## src/rtl/lvds_seq_pkg.sv

```systemverilog
package lvds_seq_pkg;
    localparam int TRIM_W    = 3;
    localparam int NUM_LANES = 4;
    localparam int LANES_18  = 3;

    localparam logic [TRIM_W-1:0] CUR_TRIM_VAL  = 3'd2;
    localparam logic [TRIM_W-1:0] VOLT_TRIM_VAL = 3'd3;
    localparam logic [TRIM_W-1:0] PDRV_TRIM_VAL = 3'd2;

    typedef enum logic [2:0] {
        IDLE_OFF,
        GLB_UP,
        IF_UP,
        LDO_WAIT,
        BIAS_WAIT,
        CLKDRV_UP,
        LINK_ON,
        IF_DOWN
    } seq_state_t;
endpackage

```

## src/rtl/lvds_seq_timer.sv

```systemverilog
module lvds_seq_timer #(
    parameter int WAIT_CYC = 400
) (
    input  logic clk,
    input  logic rst_n,
    input  logic start,
    output logic expire
);
    localparam int CW = $clog2(WAIT_CYC + 1);
    localparam logic [CW-1:0] LOADV = CW'(WAIT_CYC);

    logic [CW-1:0] cnt;

    always_ff @(posedge clk or negedge rst_n) begin
        if (!rst_n) begin
            cnt <= '0;
        end else if (start) begin
            cnt <= LOADV;
        end else if (cnt != '0) begin
            cnt <= cnt - 1'b1;
        end
    end

    // expiry one cycle before zero: the consumer acts on the edge that
    // completes WAIT_CYC cycles since the load edge
    assign expire = (cnt == CW'(1));

    p_expire_single_r3: assert property (@(posedge clk) disable iff (!rst_n)
        (expire && !start) |=> !expire);
endmodule

```

## src/rtl/lvds_lane_mask.sv

```systemverilog
module lvds_lane_mask
    import lvds_seq_pkg::*;
(
    input  logic                 depth18,
    output logic [NUM_LANES-1:0] mask
);
    localparam int LANES18 = LANES_18;

    for (genvar i = 0; i < NUM_LANES; i++) begin : g_lane
        if (i < LANES18) begin : g_always
            assign mask[i] = 1'b1;
        end else begin : g_wide
            assign mask[i] = ~depth18;
        end
    end
endmodule

```

## src/rtl/lvds_pwr_seq.sv

```systemverilog
module lvds_pwr_seq
    import lvds_seq_pkg::*;
#(
    parameter int CLK_PER_US = 200
) (
    input  logic                 clk,
    input  logic                 rst_n,
    input  logic                 link_req,
    input  logic                 depth18,
    output logic                 seq_busy,
    output logic                 seq_done,
    output logic                 glb_en,
    output logic                 link_if_en,
    output logic                 ldo_en,
    output logic [TRIM_W-1:0]    cur_trim,
    output logic [TRIM_W-1:0]    volt_trim,
    output logic [TRIM_W-1:0]    pdrv_trim,
    output logic                 bias_en,
    output logic                 clk_drv_en,
    output logic [NUM_LANES-1:0] data_drv_en
);
    localparam int WAIT_CYC = 2 * CLK_PER_US;

    seq_state_t           state, nxt;
    logic                 tmr_start, tmr_expire;
    logic [NUM_LANES-1:0] lane_mask;

    lvds_seq_timer #(.WAIT_CYC(WAIT_CYC)) u_timer (
        .clk    (clk),
        .rst_n  (rst_n),
        .start  (tmr_start),
        .expire (tmr_expire)
    );

    lvds_lane_mask u_mask (
        .depth18 (depth18),
        .mask    (lane_mask)
    );

    assign tmr_start = (state == IF_UP) || (state == LDO_WAIT && tmr_expire);

    // state register
    always_ff @(posedge clk or negedge rst_n) begin
        if (!rst_n) state <= IDLE_OFF;
        else        state <= nxt;
    end

    always_comb begin
        nxt = state;
        unique case (state)
            IDLE_OFF:  if (link_req)   nxt = GLB_UP;
            GLB_UP:                    nxt = IF_UP;
            IF_UP:                     nxt = LDO_WAIT;
            LDO_WAIT:  if (tmr_expire) nxt = BIAS_WAIT;
            BIAS_WAIT: if (tmr_expire) nxt = CLKDRV_UP;
            CLKDRV_UP:                 nxt = LINK_ON;
            LINK_ON:   if (!link_req)  nxt = IF_DOWN;
            IF_DOWN:                   nxt = IDLE_OFF;
            default:                   nxt = IDLE_OFF;
        endcase
    end

    // outputs: each state has one predecessor, so the entry action is
    // applied on the edge that enters it
    always_ff @(posedge clk or negedge rst_n) begin
        if (!rst_n) begin
            seq_busy    <= 1'b0;
            seq_done    <= 1'b0;
            glb_en      <= 1'b0;
            link_if_en  <= 1'b0;
            ldo_en      <= 1'b0;
            cur_trim    <= '0;
            volt_trim   <= '0;
            pdrv_trim   <= '0;
            bias_en     <= 1'b0;
            clk_drv_en  <= 1'b0;
            data_drv_en <= '0;
        end else begin
            seq_done <= 1'b0;
            if (nxt != state) begin
                unique case (nxt)
                    GLB_UP: begin
                        glb_en   <= 1'b1;
                        seq_busy <= 1'b1;
                    end
                    IF_UP:     link_if_en <= 1'b1;
                    LDO_WAIT: begin
                        ldo_en      <= 1'b1;
                        cur_trim    <= CUR_TRIM_VAL;
                        volt_trim   <= VOLT_TRIM_VAL;
                        pdrv_trim   <= PDRV_TRIM_VAL;
                        bias_en     <= 1'b0;
                        clk_drv_en  <= 1'b0;
                        data_drv_en <= '0;
                    end
                    BIAS_WAIT: bias_en    <= 1'b1;
                    CLKDRV_UP: clk_drv_en <= 1'b1;
                    LINK_ON: begin
                        data_drv_en <= lane_mask;
                        seq_done    <= 1'b1;
                        seq_busy    <= 1'b0;
                    end
                    IF_DOWN: begin
                        link_if_en <= 1'b0;
                        seq_busy   <= 1'b1;
                    end
                    IDLE_OFF: begin
                        glb_en   <= 1'b0;
                        seq_done <= 1'b1;
                        seq_busy <= 1'b0;
                    end
                    default: ;
                endcase
            end
        end
    end

    p_if_needs_glb_r2: assert property (@(posedge clk) disable iff (!rst_n)
        link_if_en |-> glb_en);
    p_bias_needs_ldo_r3: assert property (@(posedge clk) disable iff (!rst_n)
        $rose(bias_en) |-> ldo_en);
    p_clk_needs_bias_r4: assert property (@(posedge clk) disable iff (!rst_n)
        $rose(clk_drv_en) |-> bias_en);
    p_lane_code_r5: assert property (@(posedge clk) disable iff (!rst_n)
        (data_drv_en != '0) |-> (data_drv_en == 4'b0111 || data_drv_en == 4'b1111));
    p_done_pulse_r6: assert property (@(posedge clk) disable iff (!rst_n)
        seq_done |=> !seq_done);
    p_done_not_busy_r6: assert property (@(posedge clk) disable iff (!rst_n)
        seq_done |-> !seq_busy);
    p_glb_after_if_r7: assert property (@(posedge clk) disable iff (!rst_n)
        $fell(glb_en) |-> (!link_if_en && $past(!link_if_en)));
endmodule

```

## config.mk

```make
export PLATFORM = sky130hd
export DESIGN_NAME = lvds_pwr_seq
export DESIGN_NICKNAME = d
export VERILOG_FILES = /design/src/rtl/lvds_seq_pkg.sv /design/src/rtl/lvds_seq_timer.sv /design/src/rtl/lvds_lane_mask.sv /design/src/rtl/lvds_pwr_seq.sv
export SDC_FILE = /design/constraint.sdc
export NUM_CORES = 1
export LEC_CHECK = 0
export BUFFER_PORTS_ARGS = -buffer_cell sky130_fd_sc_hd__buf_2
export CAP_MARGIN = 20
export CORE_ASPECT_RATIO = 1.75
export CORE_MARGIN = 4
export CORE_UTILIZATION = 45
export CTS_CLUSTER_SIZE = 30
export DETAILED_ROUTE_END_ITERATION = 10
export PLACE_DENSITY = 0.76
export SLEW_MARGIN = 20
export SYNTH_ARGS = -nofsm -noshare
export SYNTH_HDL_FRONTEND = slang
export SYNTH_SLANG_ARGS = --single-unit
```

## constraint.sdc

```tcl
create_clock -name clk -period 2.79 [get_ports clk]
set_input_delay 0.1395 -clock clk [delete_from_list [all_inputs] [get_ports clk]]
set_output_delay 0.1395 -clock clk [all_outputs]
set_load 0.02 [all_outputs]
```

==> flow_summary.toml, run 1 <==
[final_layout]
finalNetCount = 153
syn_to_final_growth_pct = 6.77
drive_gt1_share_pct = 22.2
final_util_pct = 49.9
final_common_cell = "dfrtp_1"
most-common-layout-cells = "dfrtp_1 (21), buf_2 (18), nor2_1 (13), nand2_1 (8), a21oi_1 (8)"
stdcell_count = 171
multi_input_area_um2 = 611
fill_cells = 260
diodes = 0
regArea_um2 = 526
design_area_um2 = 1340

[setup_path]
worst-r2r-cell-count = 7
r2r_slack_ns = 0.48
critical_path_class = "register to register"
cp.arrival_ns = 2.44
cp_data_required_time_ns = 2.92
cp-end-kind = "register"
r2r_start = "u_timer.cnt[2]"
timing.rr.end = "seq_busy"
path_max_fanout = 7
start_kind = "register"

[sta]
rsz0062_at_grt = "false"
fin_tns_setup_ns = 0
max_freq_ghz = 0.433
hold_viol = 0
slew_violations = 0
skew_ns = 0.00109
min_period_ns = 2.31
relSlewSlack_pct = 66.2
worst-slew-pin-transition_ns = 0.507
setup_violations = 0
fin_crit_sh_pct = 82.8

[clock_network]
cts_buffers = 3
tritoncts = "done"
htree_levels = 1
clock_latency_ns = 0.25
root_buffer = "clkbuf_8"
clk_path_buf_depth = 2
numClockSinks = 21
clk_pin_slew_worst_paths_ns = 0.07

[power]
power_frac_clock_pct = 18.2
switching_share_pct = 39.1
powerDensity_nw_per_um2 = 791
p_sw_mw = 0.415
finalPower_mw = 1.06
p_int_mw = 0.646
p_seq_share_pct = 45.2
p_comb_share_pct = 36.6
max-vdd-ir-drop_mv = 0.465
power_leakage_nw = 0.615

[detailed_routing]
dr.first_iter.drc_count = 15
vias_per_cell = 5.68
wl_per_cell_um = 14.1
vias = 972
detail-route-antenna-nets = 0
first_pass_iters = 4
routed_wl_um = 2410
drc = 0

[global_route]
grt_pass1_vias = 930
grt_max_degree = 22
grt_remaining_overflow = 0
antenna_found_initial = 0
grt_pass1_wl_um = 4050
grt.total_usage_pct = 14.3

[place]
place.gp.congestion = 0.814
dp_cells = 166
dp_hpwl_um = 1830
portBuffers = 18
place_area_um2 = 1290

[synthesis]
netlist.area_leader.share_pct = 41.8
synth-main-ff-cell = "dfrtp_1"
synth_top_area_cell = "dfrtp_1"
ys_ff_latch = 21
synth_edf_count = 0
avgSynthCellArea_um2 = 9.45
synthCells = 133
synth_area_um2 = 1260
synthTopCellsByArea = "dfrtp_1 (42%), buf_4 (6.6%), ha_1 (4.0%)"
ys_warn_count = 0
yosysUniqueCellTypes = 44
async_flop_share_pct = 100
ys_seq_area_share_pct = 41.8

[worst_hold_path]
hp-class = "input pin to register"
worstHoldStart = "depth18"
hold-path-endpoint = "data_drv_en[3]"
whs_path_depth = 2

[die]
rows = 25
fp.dieH_um = 77.9
die_area_um2 = 3730
io-pin-count = 24
die_w_um = 47.9
start_util_pct = 46.7
core_um2 = 2690

[job]
drv_cap = 0

[run_status]
run_status = "finished, final reports clean"
sequential cells by signal, indices dropped and copies added, names as in the netlist:
| name | flops |
|---|---|
| u_timer.cnt | 9 |
| state | 3 |
| data_drv_en | 2 |
| bias_en | 1 |
| clk_drv_en | 1 |
| glb_en | 1 |
| link_if_en | 1 |
| pdrv_trim | 1 |
| seq_busy | 1 |
| seq_done | 1 |
synth_stat cells, drive strengths merged (3+ instances only):
master	instances
a21oi	9
buf	12
clkbuf	4
dfrtp	21
ha	4
inv	7
nand2	8
nand2b	3
nor2	13
nor2b	3
o21ai	6
or2	3
or3	3
critical path: stages (launching register included):
cell	delay [ns]
dfrtp_1	0.46
nor4_4	0.44
nand4_2	0.28
o21ai_0	0.28
inv_1	0.07
ha_1	0.31
o31ai_1	0.25
o22ai_1	0.10
worst max path at each step:
stage               cells after the start  endpoint  slack [ns]      startpoint
floorplan                               7  seq_busy        0.72  u_timer.cnt[2]
global placement                        7  seq_busy        0.61  u_timer.cnt[2]
detailed placement                      7  seq_busy        0.51  u_timer.cnt[2]
CTS                                     7  seq_busy        0.49  u_timer.cnt[2]
global route                            7  seq_busy        0.26  u_timer.cnt[3]
finish                                  7  seq_busy        0.48  u_timer.cnt[2]
repair_timing:
action | 4_1_cts | 5_1_grt
gates resized for setup | 0 | 0
endpoints found under the setup margin | 0 | 0
endpoints found under the hold margin | 21 | 0
buffers inserted | 0 | 0
hold buffers | 1 | 0
cells by family (layout without fill, tap and decap cells):
kind of cell / count (synthesis) / after routing / share of synthesized area (%)
AND/OR/NAND/NOR: 47 / 47 / 22.0
multiplexers: 2 / 2 / 1.69
other: 1 / 5 / 0.299
AO/OA/AOI/OAI: 33 / 33 / 18.0
XOR/XNOR: 2 / 2 / 1.39
flip-flops: 21 / 21 / 41.8
adder cells (fa/ha/maj): 4 / 4 / 3.98
buffers and inverters: 23 / 30 / 10.8
power groups by stage:
| stage | sequential [mW] | clock (mW) | combinational [mW] |
|---|---|---|---|
| 6_report | 0.480 | 0.193 | 0.388 |
| 5_1_grt | 0.497 | 0.213 | 0.437 |
| 4_1_cts | 0.477 | 0.200 | 0.393 |
| 3_5_place_dp | 0.483 | 0 | 0.389 |
| 3_3_place_gp | 0.478 | 0 | 0.370 |
| 2_1_floorplan | 0.475 | 0 | 0.327 |
area by class of cell:
class	instances	share of cell area, %
Timing Repair Buffer	19	7.46
Inverter	7	1.96
Clock buffer	4	3.36
Tap cell	27	2.52
Multi-Input combinational cell	93	45.5
Sequential cell	21	39.2
routing by layer:
metal	vias up	GRT usage [%]	wire, um
met5	-	0	0
met3	2	2.32	78
met4	0	4.58	26
met1	475	15.5	960
li1	479	-	-
met2	16	25.9	1340
metrics by stage:
stage / hold slack [ns] / setup slack (ns)
floorplan: -0.156 / 0.718
finish: 0.0748 / 0.479
detailed placement: 0.121 / 0.510
CTS: 0.0735 / 0.487
global route: 0.0860 / 0.255
global placement: 0.121 / 0.613
No activity file was read; power rests on OpenSTA's default activity.
==> run 2: changes to the inputs <==
PLACE_DENSITY = 0.79   (was 0.76)
clock period = 2.05 ns   (was 2.79 ns; I/O delays follow)
==> run 2 against run 1 <==
Register-to-register slack worse by 0.41 ns. Clock skew up 0.0023 ns. Worst hold slack worse by 0.027 ns. First-iteration DRC count down 6.7%. Global-route usage up 0.60 points. Sequential power up 33%. Design area up 5.1%. Critical endpoint unchanged. Largest cell class unchanged. Highest routed layer unchanged.
==> flow_summary.toml, run 2 (synthesis results as in run 1) <==
[run_status]
run_status = "finished, final reports clean"

[job]
drv_cap = 0

[detailed_routing]
vias = 995
detail-route-antenna-nets = 0
first_pass_iters = 4
wl_met1_um = 914
dr.first_iter.drc_count = 14
routed_wl_um = 2590
drc = 0
dr_wl_met3_um = 93
met2RoutedLength_um = 1540
wl_per_cell_um = 14.5
highest_layer = "met4"
vias_per_cell = 5.56

[power]
power_leakage_nw = 0.653
max-vdd-ir-drop_mv = 0.649
powerDensity_nw_per_um2 = 1080

[setup_path]
r2r_slack_ns = 0.07
cpPeakStageDelay_ns = 0.42
path_buf_inv = 0
crit_chain = "nor4_4 > and4_4 > nor2_2 > o21ai_1 > ha_1 > nor3b_1 > o22ai_1"
critical_path_class = "register to register"
cp-end-kind = "register"
crit_family = "simple AND/OR/NAND/NOR gates"
worst-r2r-cell-count = 7
path_max_fanout = 3
timing.rr.end = "seq_busy"
cp_data_required_time_ns = 2.18
start_kind = "register"
r2r_start = "u_timer.cnt[3]"
cp.arrival_ns = 2.12
critical_path.slowest_cell = "dfrtp_1"

[clock_network]
numClockSinks = 21
clk_pin_slew_worst_paths_ns = 0.07
cts_buffers = 3
tritoncts = "done"
clock_latency_ns = 0.25
root_buffer = "clkbuf_8"
htree_levels = 1
clk_path_buf_depth = 2

[final_layout]
stdcell_count = 179
finalNetCount = 161
regMostFlops = "u_timer.cnt"
drive_gt1_share_pct = 28.3
most-common-layout-cells = "dfrtp_1 (20), buf_2 (18), nor2_1 (12)"
largest_reg_flops = 9
final_common_cell = "dfrtp_1"
diodes = 0
syn_to_final_growth_pct = 12.3
reg_top3 = "u_timer.cnt x9, state x3, data_drv_en x2"

[sta]
skew_ns = 0.00340
max_freq_ghz = 0.504
fin_crit_sh_pct = 96.8
slew_violations = 0
timing.final.ws_setup_ns = 0.0658
setup_violations = 0
min_period_ns = 1.98
hold_viol = 0

[global_route]
grt_remaining_overflow = 0
grt.total_usage_pct = 14.9
grt_pass1_vias = 971
grt_pass1_wl_um = 4120
antenna_found_initial = 0
grt_max_degree = 22

[place]
place.gp.congestion = 0.948
portBuffers = 18
dp_cells = 172
dp_hpwl_um = 1960
place_ws_ns = -0.0126

[die]
die_area_um2 = 3730
rows = 25
core_um2 = 2690
die_w_um = 47.9
start_util_pct = 46.7
fp.dieH_um = 77.9
io-pin-count = 24

[worst_hold_path]
hold-path-endpoint = "data_drv_en[3]"
hp-class = "input pin to register"
whs_path_depth = 2
worstHoldStart = "depth18"
[run 2: how the worst max path moves through the flow]
stage / slack [ns] / start / endpoint / cells past startpoint
after floorplan: 0.03 / u_timer.cnt[3] / seq_busy / 7
after global placement: 0.11 / u_timer.cnt[3] / seq_busy / 7
after detailed placement: -0.01 / u_timer.cnt[3] / seq_busy / 7
after CTS: 0.0002 / u_timer.cnt[2] / seq_busy / 7
after global routing: -0.001 / u_timer.cnt[3] / seq_busy / 7
final: 0.07 / u_timer.cnt[3] / seq_busy / 7
[run 2: final cells by class]
class / instances / area, um2
flip-flops and latches: 21 / 527
well taps: 27 / 33.8
multi-input cells: 93 / 618
fillers: 234 / 1280
repair buffers: 27 / 160
clock buffers: 4 / 45.0
inverters: 7 / 26.3
[run 2: report_power, final]
part | total, mW | internal, mW | switching (mW)
registers | 0.640 | 0.525 | 0.115
logic | 0.614 | 0.265 | 0.348
clock network | 0.263 | 0.138 | 0.125
total | 1.52 | 0.928 | 0.589
[run 2: stage by stage]
| step | power, mW | util [%] | setup TNS, ns | hold slack (ns) | instance area, um2 |
|---|---|---|---|---|---|
| after floorplan | 1.09 | - | 0 | -0.193 | 1270 |
| after global placement | 1.19 | 49.5 | 0 | 0.0743 | 1330 |
| after detailed placement | 1.23 | 49.5 | -0.0126 | 0.0818 | 1330 |
| after CTS | 1.52 | 51.9 | 0 | 0.0398 | 1400 |
| after global routing | 1.63 | 52.4 | -0.00132 | 0.0438 | 1410 |
| final | 1.52 | 52.4 | 0 | 0.0477 | 1410 |
[run 2: metal layers]
layer	GRT usage [%]	up-vias
met1	15.7	484
met5	0	-
met3	1.39	4
met2	27.5	21
li1	-	486
met4	5.66	0
[run 2: what timing repair did]
item                                    4_1_cts  5_1_grt
endpoints found under the setup margin        1        1
buffers inserted                              1        1
hold buffers                                  1        0
pin swaps                                     2        2
gates resized for setup                       2        3
endpoints found under the hold margin        21        0
==> run 3: changes to the inputs <==
SYNTH_HIERARCHICAL = 1   (was unset)
==> run 3 against run 2 <==
Design area down 2.0%. Combinational power down 96%. Sequential power down 29%. Clock skew about the same. Final cell count down 2.8%. Via count down 2.0%. Sequential share of layout area up 4.3 points. Routed wire length down 2.8%. Non-clock buffer count down 3. Count of clock-buffer cells in the layout unchanged. Worst hold slack better by 0.11 ns. First-iteration DRC count up 110%. Critical path type unchanged. Largest cell class is now flip-flops and latches. Largest power group unchanged. Highest routed layer unchanged.
==> flow_summary.toml, run 3 <==
[run_status]
run_status = "finished, final reports clean"

[clock_network]
htree_levels = 1
clk_pin_slew_worst_paths_ns = 0.08
numClockSinks = 23
postCtsSetupRepairBufs = 0
clock_latency_ns = 0.26
cts_buffers = 3
tritoncts = "done"
root_buffer = "clkbuf_8"
clk_path_buf_depth = 2

[power]
switching_share_pct = 21.0
p_comb_share_pct = 3.3
power_leakage_nw = 0.620
p_int_mw = 0.596
p_sw_mw = 0.159
power_frac_clock_pct = 36.7
powerDensity_nw_per_um2 = 546
max-vdd-ir-drop_mv = 0.445
finalPower_mw = 0.755
p_seq_share_pct = 60.0

[final_layout]
regMostFlops = "u_timer/cnt"
design_area_um2 = 1380
final_common_cell = "dfrtp_1"
finalNetCount = 154
final_util_pct = 51.4
reg_top3 = "u_timer/cnt x9, data_drv_en x4, state x3"
stdcell_count = 174
drive_gt1_share_pct = 22.4
most-common-layout-cells = "dfrtp_1 (23), buf_2 (18), nor2_1 (13), a21oi_1 (11), conb_1 (8)"
largest_reg_flops = 9
diodes = 0
syn_to_final_growth_pct = 9.84

[die]
rows = 25
die_w_um = 48.0
start_util_pct = 46.8
die_area_um2 = 3740
fp.dieH_um = 78.0
core_um2 = 2690
io-pin-count = 24

[sta]
worst-slew-pin-transition_ns = 0.508
fin_tns_setup_ns = 0
fin_crit_sh_pct = 91.7
rsz0062_at_grt = "false"
max_freq_ghz = 0.532
relSlewSlack_pct = 65.3
min_period_ns = 1.88
timing.final.ws_setup_ns = 0.170
hold_viol = 0
slew_violations = 0
hold_ws_ns = 0.153
skew_ns = 0.00312
setup_violations = 0

[setup_path]
cp.arrival_ns = 2.03
worst-r2r-cell-count = 3
r2r_start = "u_timer/cnt[2]"
cp_data_required_time_ns = 2.20
start_kind = "register"
timing.rr.end = "u_timer/cnt[5]"
r2r_slack_ns = 0.17
cp-end-kind = "register"
critical_path_class = "register to register"
path_max_fanout = 6

[synthesis]
ys_ff_latch = 23
ys_seq_area_share_pct = 45.7
synth-main-ff-cell = "dfrtp_1"
synth_edf_count = 0
yosysUniqueCellTypes = 43
synthTopCellsByArea = "dfrtp_1 (46%), buf_4 (8.3%), a21oi_1 (4.4%)"
avgSynthCellArea_um2 = 9.61
netlist.area_leader.share_pct = 45.7
async_flop_share_pct = 100
ys_warn_count = 6
synthTopCellsByCount = "dfrtp_1 (23), buf_4 (14), nor2_1 (13), a21oi_1 (11)"
yosysMostFrequentCell = "dfrtp_1"
synth_top_area_cell = "dfrtp_1"
synthCells = 131
synth_area_um2 = 1260

[place]
place_area_um2 = 1320
place.gp.congestion = 0.855
dp_hpwl_um = 1840
portBuffers = 18
place_ws_ns = 0.138
dp_cells = 169

[detailed_routing]
vias_per_cell = 5.60
wl_per_cell_um = 14.5
detail-route-antenna-nets = 0
vias = 975
drc = 0
first_pass_iters = 4
routed_wl_um = 2520
dr.first_iter.drc_count = 29

[global_route]
met3_usage_pct = 3.02
grt_use_met2_pct = 26.8
top_usage_layer = "met2"
grt.total_usage_pct = 14.7
grt_util_met1_pct = 14.2
grt_max_degree = 24
grt_pass1_wl_um = 4000
grt_remaining_overflow = 0
antenna_found_initial = 0
grt_pass1_vias = 939

[worst_hold_path]
whs_path_depth = 4
hold-path-endpoint = "data_drv_en[3]"
hp-class = "input pin to register"
worstHoldStart = "depth18"

[job]
drv_cap = 0
run 3: cell count changes after synthesis, moves of 3 or more:
cell      before  now
or4_1          0    4
a21oi_1        8   11
buf_4         11   14
or2_2          3    0
clkbuf_1       4    0
nor3_1         2    5
o22ai_1        2    5
run 3: layer usage:
metal | up-vias | part of all wire, %
li1 | 475 | -
met1 | 466 | 35
met2 | 25 | 58
met3 | 9 | 4.0
met4 | 0 | 3.1
met5 | - | 0
run 3: layout make-up:
| cell class | count | area, um2 |
|---|---|---|
| clock buffer | 4 | 45.0 |
| multi-input combinational | 90 | 568 |
| fill | 267 | 1310 |
| inverter | 6 | 22.5 |
| tap | 27 | 33.8 |
| timing repair buffer | 24 | 138 |
| sequential | 23 | 576 |
run 3: worst max path at each step:
stage	cells past startpoint	endpoint	slack, ns	start
finish	3	u_timer/cnt[5]	0.17	u_timer/cnt[2]
global route	6	u_timer/cnt[5]	0.005	u_timer/cnt[7]
CTS	6	u_timer/cnt[5]	0.13	u_timer/cnt[7]
detailed placement	6	u_timer/cnt[5]	0.14	u_timer/cnt[7]
global placement	6	u_timer/cnt[5]	0.23	u_timer/cnt[7]
floorplan	7	u_timer/cnt[5]	0.11	u_timer/cnt[5]
run 3: power by group through the flow:
stage	registers (mW)	logic, mW	clock network [mW]
floorplan	0.462	0.0217	0
finish	0.453	0.0249	0.277
global placement	0.462	0.0231	0
detailed placement	0.462	0.0235	0
global route	0.453	0.0278	0.312
CTS	0.453	0.0249	0.287
run 3: timing repair:
| item | 4_1_cts | 5_1_grt |
|---|---|---|
| gates resized for setup | 0 | 1 |
| endpoints found under the setup margin | 0 | 1 |
| hold buffers | 1 | 0 |
| endpoints found under the hold margin | 23 | 0 |
run 3: cell families after synthesis:
family / synth area share, %
other: 0.597
buffers and inverters: 12.1
muxes: 0.895
DFF: 45.7
adders and majority gates: 1.99
AOI/OAI and AO/OA: 16.5
and+or+nand+nor: 22.2
run 3: worst max-delay path: stages, from the launching register on:
cell and delay, ns:
dfrtp_1 0.42, or3_1 0.43, a2111oi_0 0.52, mux2_2 0.39
